**config.mk**
```make
export PLATFORM = sky130hd
export DESIGN_NAME = acc_micro
export DESIGN_NICKNAME = d
export VERILOG_FILES = /design/src/rtl/acc_pkg.sv /design/src/rtl/acc_ring.sv /design/src/rtl/acc_ctrl.sv /design/src/rtl/acc_datapath.sv /design/src/rtl/acc_micro.sv
export SDC_FILE = /design/constraint.sdc
export NUM_CORES = 1
export LEC_CHECK = 0
export ABC_AREA = 0
export BUFFER_PORTS_ARGS = -buffer_cell sky130_fd_sc_hd__buf_2
export CORE_MARGIN = 1
export CORE_UTILIZATION = 55
export DETAILED_ROUTE_END_ITERATION = 8
export PLACE_DENSITY = 0.72
export SLEW_MARGIN = 20
export SYNTH_ARGS = -nofsm -noshare
export SYNTH_HDL_FRONTEND = slang
export SYNTH_HIERARCHICAL = 1
export SYNTH_SLANG_ARGS = --single-unit
```
**constraint.sdc**
```tcl
create_clock -name clk -period 4.14 [get_ports clk]
set_clock_uncertainty 0.15 [all_clocks]
set_input_delay 0.414 -clock clk [delete_from_list [all_inputs] [get_ports clk]]
set_output_delay 0.414 -clock clk [all_outputs]
set_load 0.005 [all_outputs]
```
**src/rtl/acc_pkg.sv**
```systemverilog
package acc_pkg;

    localparam int DW = 8;        // data / bus width
    localparam int AW = 4;        // address width
    localparam int NT = 6;        // timing states per instruction
    localparam int OW = DW - AW;  // opcode width
    localparam int MD = 1 << AW;  // memory depth

    localparam logic [OW-1:0] OPC_LOAD = 4'b0000;
    localparam logic [OW-1:0] OPC_ADD  = 4'b0001;
    localparam logic [OW-1:0] OPC_SUB  = 4'b0010;
    localparam logic [OW-1:0] OPC_OUT  = 4'b1110;
    localparam logic [OW-1:0] OPC_STOP = 4'b1111;

    // control word: one bit per micro-action
    typedef struct packed {
        logic pc_inc;
        logic pc_oe;
        logic mar_ld;
        logic mem_oe;
        logic ir_ld;
        logic ir_oe;
        logic acc_ld;
        logic acc_oe;
        logic alu_sub;
        logic alu_oe;
        logic opr_ld;
        logic out_ld;
        logic stop;
    } ctl_t;

    function automatic logic uses_memory(input logic [OW-1:0] op);
        return (op == OPC_LOAD) || (op == OPC_ADD) || (op == OPC_SUB);
    endfunction

    function automatic logic is_arith(input logic [OW-1:0] op);
        return (op == OPC_ADD) || (op == OPC_SUB);
    endfunction

endpackage

```
**src/rtl/acc_ring.sv**
```systemverilog
module acc_ring #(
    parameter int N = acc_pkg::NT
) (
    input  logic         clk,
    input  logic         clr,
    input  logic         adv,
    output logic [N-1:0] tst
);
    always_ff @(posedge clk) begin
        if (clr)
            tst <= {{(N-1){1'b0}}, 1'b1};
        else if (adv)
            tst <= {tst[N-2:0], tst[N-1]};
    end
endmodule

```
**src/rtl/acc_ctrl.sv**
```systemverilog
module acc_ctrl
    import acc_pkg::*;
(
    input  logic [NT-1:0] tst,
    input  logic [OW-1:0] op,
    input  logic          halted,
    output ctl_t          ctl
);
    always_comb begin
        ctl = '0;
        if (!halted) begin
            // fetch
            if (tst[0]) begin
                ctl.pc_oe  = 1'b1;
                ctl.mar_ld = 1'b1;
            end
            if (tst[1]) begin
                ctl.mem_oe = 1'b1;
                ctl.ir_ld  = 1'b1;
            end
            if (tst[2])
                ctl.pc_inc = 1'b1;
            // execute
            if (tst[3]) begin
                if (uses_memory(op)) begin
                    ctl.ir_oe  = 1'b1;
                    ctl.mar_ld = 1'b1;
                end else if (op == OPC_OUT) begin
                    ctl.acc_oe = 1'b1;
                    ctl.out_ld = 1'b1;
                end else if (op == OPC_STOP) begin
                    ctl.stop = 1'b1;
                end
            end
            if (tst[4] && uses_memory(op)) begin
                ctl.mem_oe = 1'b1;
                if (op == OPC_LOAD) ctl.acc_ld = 1'b1;
                else                ctl.opr_ld = 1'b1;
            end
            if (tst[5] && is_arith(op)) begin
                ctl.alu_oe  = 1'b1;
                ctl.acc_ld  = 1'b1;
                ctl.alu_sub = (op == OPC_SUB);
            end
        end
    end
endmodule

```
**src/rtl/acc_datapath.sv**
```systemverilog
module acc_datapath
    import acc_pkg::*;
(
    input  logic          clk,
    input  logic          clr,
    input  ctl_t          ctl,
    input  logic          ld_we,
    input  logic [AW-1:0] ld_addr,
    input  logic [DW-1:0] ld_data,
    output logic [OW-1:0] op,
    output logic [AW-1:0] pc,
    output logic [DW-1:0] bus,
    output logic [DW-1:0] out_val,
    output logic          halted
);
    logic [AW-1:0] mar;
    logic [DW-1:0] ir, acc, opr, alu, rd;
    logic [DW-1:0] mem [MD];

    // preload port, honoured only in clear
    always_ff @(posedge clk) begin
        if (clr && ld_we)
            mem[ld_addr] <= ld_data;
    end

    assign rd  = mem[mar];
    assign op  = ir[DW-1:AW];
    assign alu = ctl.alu_sub ? (acc - opr) : (acc + opr);

    // shared bus: OR of gated sources, zero when nothing drives
    always_comb begin
        bus = '0;
        bus |= {DW{ctl.pc_oe}}  & {{(DW-AW){1'b0}}, pc};
        bus |= {DW{ctl.mem_oe}} & rd;
        bus |= {DW{ctl.ir_oe}}  & {{(DW-AW){1'b0}}, ir[AW-1:0]};
        bus |= {DW{ctl.acc_oe}} & acc;
        bus |= {DW{ctl.alu_oe}} & alu;
    end

    always_ff @(posedge clk) begin
        if (clr) begin
            pc      <= '0;
            mar     <= '0;
            ir      <= '0;
            acc     <= '0;
            opr     <= '0;
            out_val <= '0;
            halted  <= 1'b0;
        end else begin
            if (ctl.pc_inc) pc      <= pc + 1'b1;
            if (ctl.mar_ld) mar     <= bus[AW-1:0];
            if (ctl.ir_ld)  ir      <= bus;
            if (ctl.acc_ld) acc     <= bus;
            if (ctl.opr_ld) opr     <= bus;
            if (ctl.out_ld) out_val <= bus;
            if (ctl.stop)   halted  <= 1'b1;
        end
    end
endmodule

```
**src/rtl/acc_micro.sv**
```systemverilog
module acc_micro
    import acc_pkg::*;
(
    input  logic          clk,
    input  logic          start,
    input  logic          ld_we,
    input  logic [AW-1:0] ld_addr,
    input  logic [DW-1:0] ld_data,
    output logic [DW-1:0] out_val,
    output logic          halted
);
    logic [NT-1:0] tst;
    logic [OW-1:0] op;
    logic [AW-1:0] pc;
    logic [DW-1:0] bus;
    ctl_t          ctl;

    acc_ring #(.N(NT)) u_ring (
        .clk (clk),
        .clr (start),
        .adv (!halted),
        .tst (tst)
    );

    acc_ctrl u_ctrl (
        .tst    (tst),
        .op     (op),
        .halted (halted),
        .ctl    (ctl)
    );

    acc_datapath u_dp (
        .clk     (clk),
        .clr     (start),
        .ctl     (ctl),
        .ld_we   (ld_we),
        .ld_addr (ld_addr),
        .ld_data (ld_data),
        .op      (op),
        .pc      (pc),
        .bus     (bus),
        .out_val (out_val),
        .halted  (halted)
    );
endmodule

```
==> results of run 1 <==
area by class of cell:
cell class,count,area share
Clock buffer,17,0.0511
Clock inverter,14,0.0235
Inverter,11,0.00496
Multi-Input combinational cell,273,0.284
Sequential cell,179,0.585
Tap cell,176,0.0265
Timing Repair Buffer,35,0.0247
worst reg2reg max path, stage by stage, from the launching register on:
cell	delay, ns
dfxtp_1	0.39
or3_4	0.38
nor2_1	0.12
buf_4	0.15
mux2_2	0.35
inv_1	0.07
ha_1	0.21
nor2b_1	0.14
o31a_1	0.28
a221oi_1	0.31
xnor2_1	0.12
a222oi_1	0.58
a211oi_1	0.18
how the worst max path moves through the flow:
stage,start,endpoint,slack [ns],cells past startpoint
6_report,u_dp/halted,u_dp/ir[7],0.57,12
5_1_grt,u_dp/halted,u_dp/ir[7],0.36,12
4_1_cts,u_dp/halted,u_dp/ir[7],0.59,12
3_5_place_dp,u_dp/halted,u_dp/acc[7],0.64,12
3_3_place_gp,u_dp/ir[7],u_dp/ir[7],0.70,12
2_1_floorplan,u_dp/ir[7],u_dp/acc[7],0.79,12
flip-flops by register name (all words and copies together) (netlist names), named ones only:
signal / flops
u_dp/acc: 8
u_dp/halted: 1
u_dp/ir: 8
u_dp/mar: 4
u_dp/mem: 128
u_dp/opr: 8
u_dp/out_val: 8
u_dp/pc: 4
u_ring/tst: 6
power groups by stage:
stage                     sequential, W  clock [W]  combinational [W]
final                           0.00198    0.00166           0.000236
after CTS                       0.00198    0.00169           0.000236
after floorplan                 0.00200          0           0.000186
after global routing            0.00199    0.00177           0.000254
after global placement          0.00202          0           0.000226
after detailed placement        0.00202          0           0.000232
per-layer routing:
layer	up-vias	routed length, µm
met5	-	0
met4	0	389
met3	32	890
met2	165	7480
met1	2174	6240
li1	1958	-
metrics by stage:
stage | cells | hold slack [ns] | instance area (µm²) | setup WS [ns] | total power [W]
floorplan | 496 | 0.309 | 7440 | 0.790 | 0.00218
global placement | 674 | 0.316 | 7700 | 0.696 | 0.00225
detailed placement | 674 | 0.329 | 7700 | 0.641 | 0.00226
CTS | 705 | 0.194 | 8320 | 0.591 | 0.00391
global route | 705 | 0.205 | 8320 | 0.365 | 0.00401
finish | 705 | 0.206 | 8320 | 0.573 | 0.00388
==> results.cfg, run 1 <==
[pwr]
p_sw_w = 0.000854
power_frac_clock = 0.428
leakage_nw = 2.75
pwr-share-comb = 0.061
irDropWorstVdd_mv = 0.564
power_density_nw_per_um2 = 467
seqPwrFrac = 0.511
p_int_w = 0.00303
swShare = 0.220

[floorplanning]
die_y_um = 118
num_io_pins = 24
initial_core_util = 0.562
rows = 42
die_w_um = 118
dieArea_um2 = 14000
design.core.area_um2 = 13200

[worst_hold_path]
hold_path_depth = 1
hold_class = primary input to register
min_to = u_dp/mem[10][3]
worstHoldStart = ld_data[3]

[critical_path]
crit_slowest_cell = a222oi_1
cp_max_fo = 9
r2r_end = u_dp/ir[7]
r2r_setup_slack_ns = 0.57
crit_required_ns = 4.27
crit_path_end_kind = register
cp-start-kind = register
crit_chain = or3_4 > nor2_1 > buf_4 > mux2_2 > inv_1 > ha_1 > nor2b_1 > o31a_1 > a221oi_1 > xnor2_1 > a222oi_1 > a211oi_1
crit_arrival_ns = 3.69
worstRegToRegCells = 12
crit_buf_inv = 2
max_stage_delay_ns = 0.58
regToRegStartpoint = u_dp/halted
crit_type = register to register
cpLargestDelayFamily = compound AO/OA/AOI/OAI gates

[layout]
layout_commonest_cell = edfxtp_1
n_fill_cell = 973
nNetsFinal = 542
antenna_cells = 0
drive_above_1_share = 0.189
multi_input_area_um2 = 2370
regArea_um2 = 4870
area_delta_synth_final_pct = 11.8
fin_util = 0.628
final_cell_mix = edfxtp_1 (128), nor2_1 (68), dfxtp_1 (50), a211oi_1 (36), mux4_2 (28)

[timing]
clock.fmax_mhz = 280
relSlewSlack = 0.245
tightest_slew_ns = 1.13
final.min_clock_period_ns = 3.57
rsz0062_at_grt = false
maxSlewViolCount = 0
hold_viol_final = 0
setup_tns_ns = 0
fin_crit_sh = 0.862
setup_viol = 0

[placed_design]
gp_congestion = 0.851
hpwl_um = 9460
io_buffers = 23

[cts]
clock_latency_ns = 0.43
ctsResizeCount = 0
path_clk_slew_ns = 0.07
cts_max_path_buffers = 2
cts_tree = yes
postCtsSetupBuffers = 0
cts_max_level = 4
ctsHoldBuffers = 0
cts_root_buf = clkbuf_16
cts_buffers = 17
clkSinkCount = 179

[global_route]
grt_pass1_wl_um = 23300
antenna_found_initial = 0
use_met2 = 0.383
busiest_layer = met2
grtUsageTotal = 0.232
grt_max_degree = 48
met1_usage = 0.286
grt_pass1_vias = 4202
met3_usage = 0.0584
grt.overflow.total = 0

[drt]
dr.first_iter.drc_count = 373
final_antenna_net_count = 0
dr.pass1.iters = 5
wl_per_cell_um = 21.3
vias = 4329
route.detailed.drc = 0
post_drt_via_cell_ratio = 6.14
wl_um = 15000

[job]
cap_violations = 0

[outcome]
status = complete, no violations

[yosys]
synth_nets = 521
synth_area_um2 = 7440
synthCells = 496
synth_area_per_cell_um2 = 15.0
yosys_warnings = 6
Power figures use the tool's default switching activity.
==> run 2, diff against run 1 <==
- CORE_UTILIZATION: 55 -> 45
- PLACE_DENSITY: 0.72 -> not set
==> run 2 against run 1 <==
  * Flip-flop and latch count is the same
  * Worst hold slack lost 0.065 ns
  * Final cell count grew 6.0%
  * Clock power grew 6%
  * Setup slack lost 0.17 ns
  * Utilization shrank 10 points
  * Clock-buffer cell count is the same
  * Largest cell class unchanged
==> results.cfg, run 2 (same netlist as run 1, synthesis figures left out) <==
[layout]
fin_util = 0.526
nNetsFinal = 543
area_delta_synth_final_pct = 13.0
antenna_cells = 0
largest_reg_flops = 128
layout_commonest_cell = edfxtp_1
regMostFlops = u_dp/mem
drive_above_1_share = 0.194
finalNonFillerCells = 747
n_fill_cell = 1347
final_cell_mix = edfxtp_1 (128), nor2_1 (68), dfxtp_1 (50), a211oi_1 (36), mux4_2 (28)

[placed_design]
hpwl_um = 10000
gp_congestion = 0.798
dp.cells = 715
io_buffers = 23

[cts]
cts_tree = yes
clock_latency_ns = 0.44
cts_max_path_buffers = 2
cts_root_buf = clkbuf_16
cts_buffers = 17
clkSinkCount = 179
cts_max_level = 4
ctsResizeCount = 0
path_clk_slew_ns = 0.07
ctsHoldBuffers = 0
postCtsSetupBuffers = 0

[pwr]
p_int_w = 0.00305
p_sw_w = 0.000930
power_density_nw_per_um2 = 473
pwr-share-comb = 0.060
seqPwrFrac = 0.498
swShare = 0.234
power_frac_clock = 0.442
leakage_nw = 2.77
irDropWorstVdd_mv = 0.397

[drt]
post_drt_via_cell_ratio = 5.61
final_antenna_net_count = 0
route.detailed.drc = 0
wl_um = 15100
dr.first_iter.drc_count = 302
dr.pass1.iters = 4
wl_per_cell_um = 20.2
vias = 4189

[critical_path]
max_stage_delay_ns = 0.61
crit_type = register to register
crit_start = u_dp/halted
crit_arrival_ns = 3.87
crit_path_end_kind = register
crit_slowest_cell = a222oi_1
cp-start-kind = register
cp_max_fo = 9
regToRegStartpoint = u_dp/halted
crit_required_ns = 4.27
crit_chain = or3_4 > nor2_1 > mux2_2 > inv_1 > ha_1 > nor2b_1 > o31a_1 > a221oi_1 > xnor2_1 > a222oi_1 > a211oi_1

[floorplanning]
die_w_um = 131
num_io_pins = 24
initial_core_util = 0.465
die_y_um = 131
dieArea_um2 = 17100
rows = 46
design.core.area_um2 = 16000

[global_route]
grtUsageTotal = 0.199
grt_max_degree = 45
grt.overflow.total = 0
grt_pass1_vias = 4265
antenna_found_initial = 0
grt_pass1_wl_um = 24100

[worst_hold_path]
hold_class = primary input to register
worstHoldStart = start

[timing]
hold_viol_final = 0
tightest_slew_ns = 1.08
clock.fmax_mhz = 268
setup_viol = 0
relSlewSlack = 0.279
maxSlewViolCount = 0
rsz0062_at_grt = false
final.min_clock_period_ns = 3.73
setup_tns_ns = 0
fin_crit_sh = 0.901

[job]
cap_violations = 0

[outcome]
status = complete, no violations
==> run 2: path summary, 6_finish.rpt <==
path / slack (ns) / depth (start not counted) / endpoint
setup / recovery: 0.41 / 11 / u_dp/opr[7]
setup reg to reg: 0.41 / 11 / u_dp/opr[7]
hold / removal: 0.14 / 2 / u_dp/ir[0]
hold reg to reg: 0.33 / 2 / u_dp/out_val[3]
==> run 2: layer usage <==
layer / wire length, µm / global-route usage
met2: 7590 / 0.336
met4: 255 / 0.0751
met3: 506 / 0.0383
met1: 6750 / 0.256
met5: 0 / 0
==> run 2: worst max-delay path, delay by kind of cell, from the launching register on <==
family | cells | cell delay (ns)
and+or+nand+nor | 3 | 0.89
buffers and inverters | 1 | 0.06
muxes | 1 | 0.41
AOI/OAI and AO/OA | 4 | 1.38
DFF | 1 | 0.38
adders and majority gates | 1 | 0.21
xor gates and xnor gates | 1 | 0.10
==> run 2: layout make-up <==
class                           count  area [µm²]  share of cell area
Clock buffer                       17         425              0.0506
Inverter                           11        41.3             0.00491
Clock inverter                     15         229              0.0272
Multi-Input combinational cell    273        2370               0.281
Timing Repair Buffer               36         213              0.0253
Sequential cell                   179        4870               0.579
Tap cell                          216         270              0.0321
==> run 2: power by group through the flow <==
stage / sequential [W] / clock (W) / combinational [W]
final: 0.00198 / 0.00176 / 0.000239
after floorplan: 0.00200 / 0 / 0.000186
after global placement: 0.00202 / 0 / 0.000233
after detailed placement: 0.00202 / 0 / 0.000239
after global routing: 0.00199 / 0.00186 / 0.000260
after CTS: 0.00198 / 0.00179 / 0.000241
==> run 2: stage by stage <==
stage / setup WS [ns] / hold WS, ns / total power [W] / instance area (µm²)
4_1_cts: 0.402 / 0.120 / 0.00401 / 8410
5_1_grt: 0.176 / 0.149 / 0.00411 / 8410
2_1_floorplan: 0.790 / 0.309 / 0.00218 / 7440
3_3_place_gp: 0.502 / 0.316 / 0.00225 / 7760
3_5_place_dp: 0.427 / 0.327 / 0.00226 / 7760
6_report: 0.408 / 0.141 / 0.00398 / 8410
==> run 3, diff against run 2 <==
- CORE_ASPECT_RATIO: not set -> 1.5
==> run 3 against run 2 <==
  * Clock power shrank 15%
  * Utilization shrank 1.3 points
  * Largest cell class unchanged
  * Highest routed layer unchanged
  * Largest power group unchanged
  * Critical path type unchanged
  * Final cell count shrank 1.5%
==> results.cfg, run 3 (same netlist as run 1, synthesis figures left out) <==
[layout]
n_fill_cell = 1329
layout_commonest_cell = edfxtp_1
nNetsFinal = 542
antenna_cells = 0
largest_reg_flops = 128
final_cell_mix = edfxtp_1 (128), nor2_1 (67), dfxtp_1 (50), a211oi_1 (36), mux4_2 (28)
area_delta_synth_final_pct = 11.4
regArea_um2 = 4870
regMostFlops = u_dp/mem
drive_above_1_share = 0.189
multi_input_area_um2 = 2370

[drt]
wl_um = 15400
dr.first_iter.drc_count = 301
final_antenna_net_count = 0
post_drt_via_cell_ratio = 5.71
wl_per_cell_um = 20.9
dr.pass1.iters = 4
route.detailed.drc = 0
vias = 4205

[critical_path]
crit_required_ns = 4.26
crit_path_end_kind = register
crit_type = register to register
cp-start-kind = register
crit_arrival_ns = 3.63
cp_max_fo = 9

[cts]
ctsHoldBuffers = 0
clkSinkCount = 179
postCtsSetupBuffers = 0
ctsResizeCount = 0
clock_latency_ns = 0.43
cts_max_path_buffers = 2
path_clk_slew_ns = 0.07
cts_buffers = 17
cts_root_buf = clkbuf_16
cts_tree = yes
cts_max_level = 4

[floorplanning]
num_io_pins = 24
die_w_um = 107
initial_core_util = 0.460
dieArea_um2 = 17100
design.core.area_um2 = 16200
rows = 57
die_y_um = 160

[worst_hold_path]
hold_class = primary input to register

[timing]
setup_viol = 0
setup_tns_ns = 0
tightest_slew_ns = 1.15
hold_viol_final = 0
relSlewSlack = 0.233
maxSlewViolCount = 0
final.min_clock_period_ns = 3.50
clock.fmax_mhz = 285
rsz0062_at_grt = false
fin_crit_sh = 0.846

[job]
cap_violations = 0

[placed_design]
hpwl_um = 10400
io_buffers = 23
gp_congestion = 0.804

[pwr]
irDropWorstVdd_mv = 0.325
finalPower_w = 0.00372
leakage_nw = 2.71
power_density_nw_per_um2 = 449

[global_route]
antenna_found_initial = 0
grt_pass1_wl_um = 23900
grt_max_degree = 48
grtUsageTotal = 0.195
grt_pass1_vias = 4304
grt.overflow.total = 0

[outcome]
status = complete, no violations
-- run 3: critical path: stages (launching register included) --
cell      delay, ns
dfxtp_1        0.39
or3_4          0.38
nor2_1         0.12
buf_4          0.15
mux2_2         0.35
inv_1          0.06
ha_1           0.21
nor2b_1        0.14
o31a_1         0.27
a221oi_1       0.32
xnor2_1        0.11
a222oi_1       0.52
a211oi_1       0.16
-- run 3: power breakdown --
part | switching, W | total, W | internal (W)
registers | 0.0000361 | 0.00198 | 0.00195
clock network | 0.000655 | 0.00150 | 0.000847
logic | 0.000124 | 0.000234 | 0.000110
-- run 3: metrics by stage --
step / worst slack (ns) / instances / hold slack, ns / util / instance area [µm²]
after floorplan: 0.790 / 496 / 0.309 / - / 7440
after global placement: 0.707 / 704 / 0.316 / 0.478 / 7740
after detailed placement: 0.625 / 704 / 0.329 / 0.478 / 7740
after CTS: 0.606 / 736 / 0.197 / 0.512 / 8290
after global routing: 0.410 / 736 / 0.204 / 0.512 / 8290
final: 0.636 / 736 / 0.213 / 0.512 / 8290
-- run 3: worst paths after layout --
check	startpoint	end	slack (ns)	cells past startpoint
worst min register to register	u_dp/ir[1]	u_dp/ir[1]	0.33	2
worst min-delay path	ld_data[0]	u_dp/mem[12][0]	0.21	1
worst max register to register	u_dp/halted	u_dp/opr[7]	0.64	12
worst max-delay path	u_dp/halted	u_dp/opr[7]	0.64	12
-- run 3: final cells by class --
type	count	share of cell area
Sequential cell	179	0.587
Multi-Input combinational cell	273	0.286
Clock buffer	21	0.0543
Tap cell	206	0.0311
Timing Repair Buffer	35	0.0247
Clock inverter	11	0.0127
Inverter	11	0.00498
-- run 3: layer usage --
metal,vias up,track usage,share of wire
met4,0,0.0946,0.039
met2,109,0.341,0.53
li1,1956,-,-
met3,35,0.0487,0.044
met5,-,0,0
met1,2105,0.218,0.38
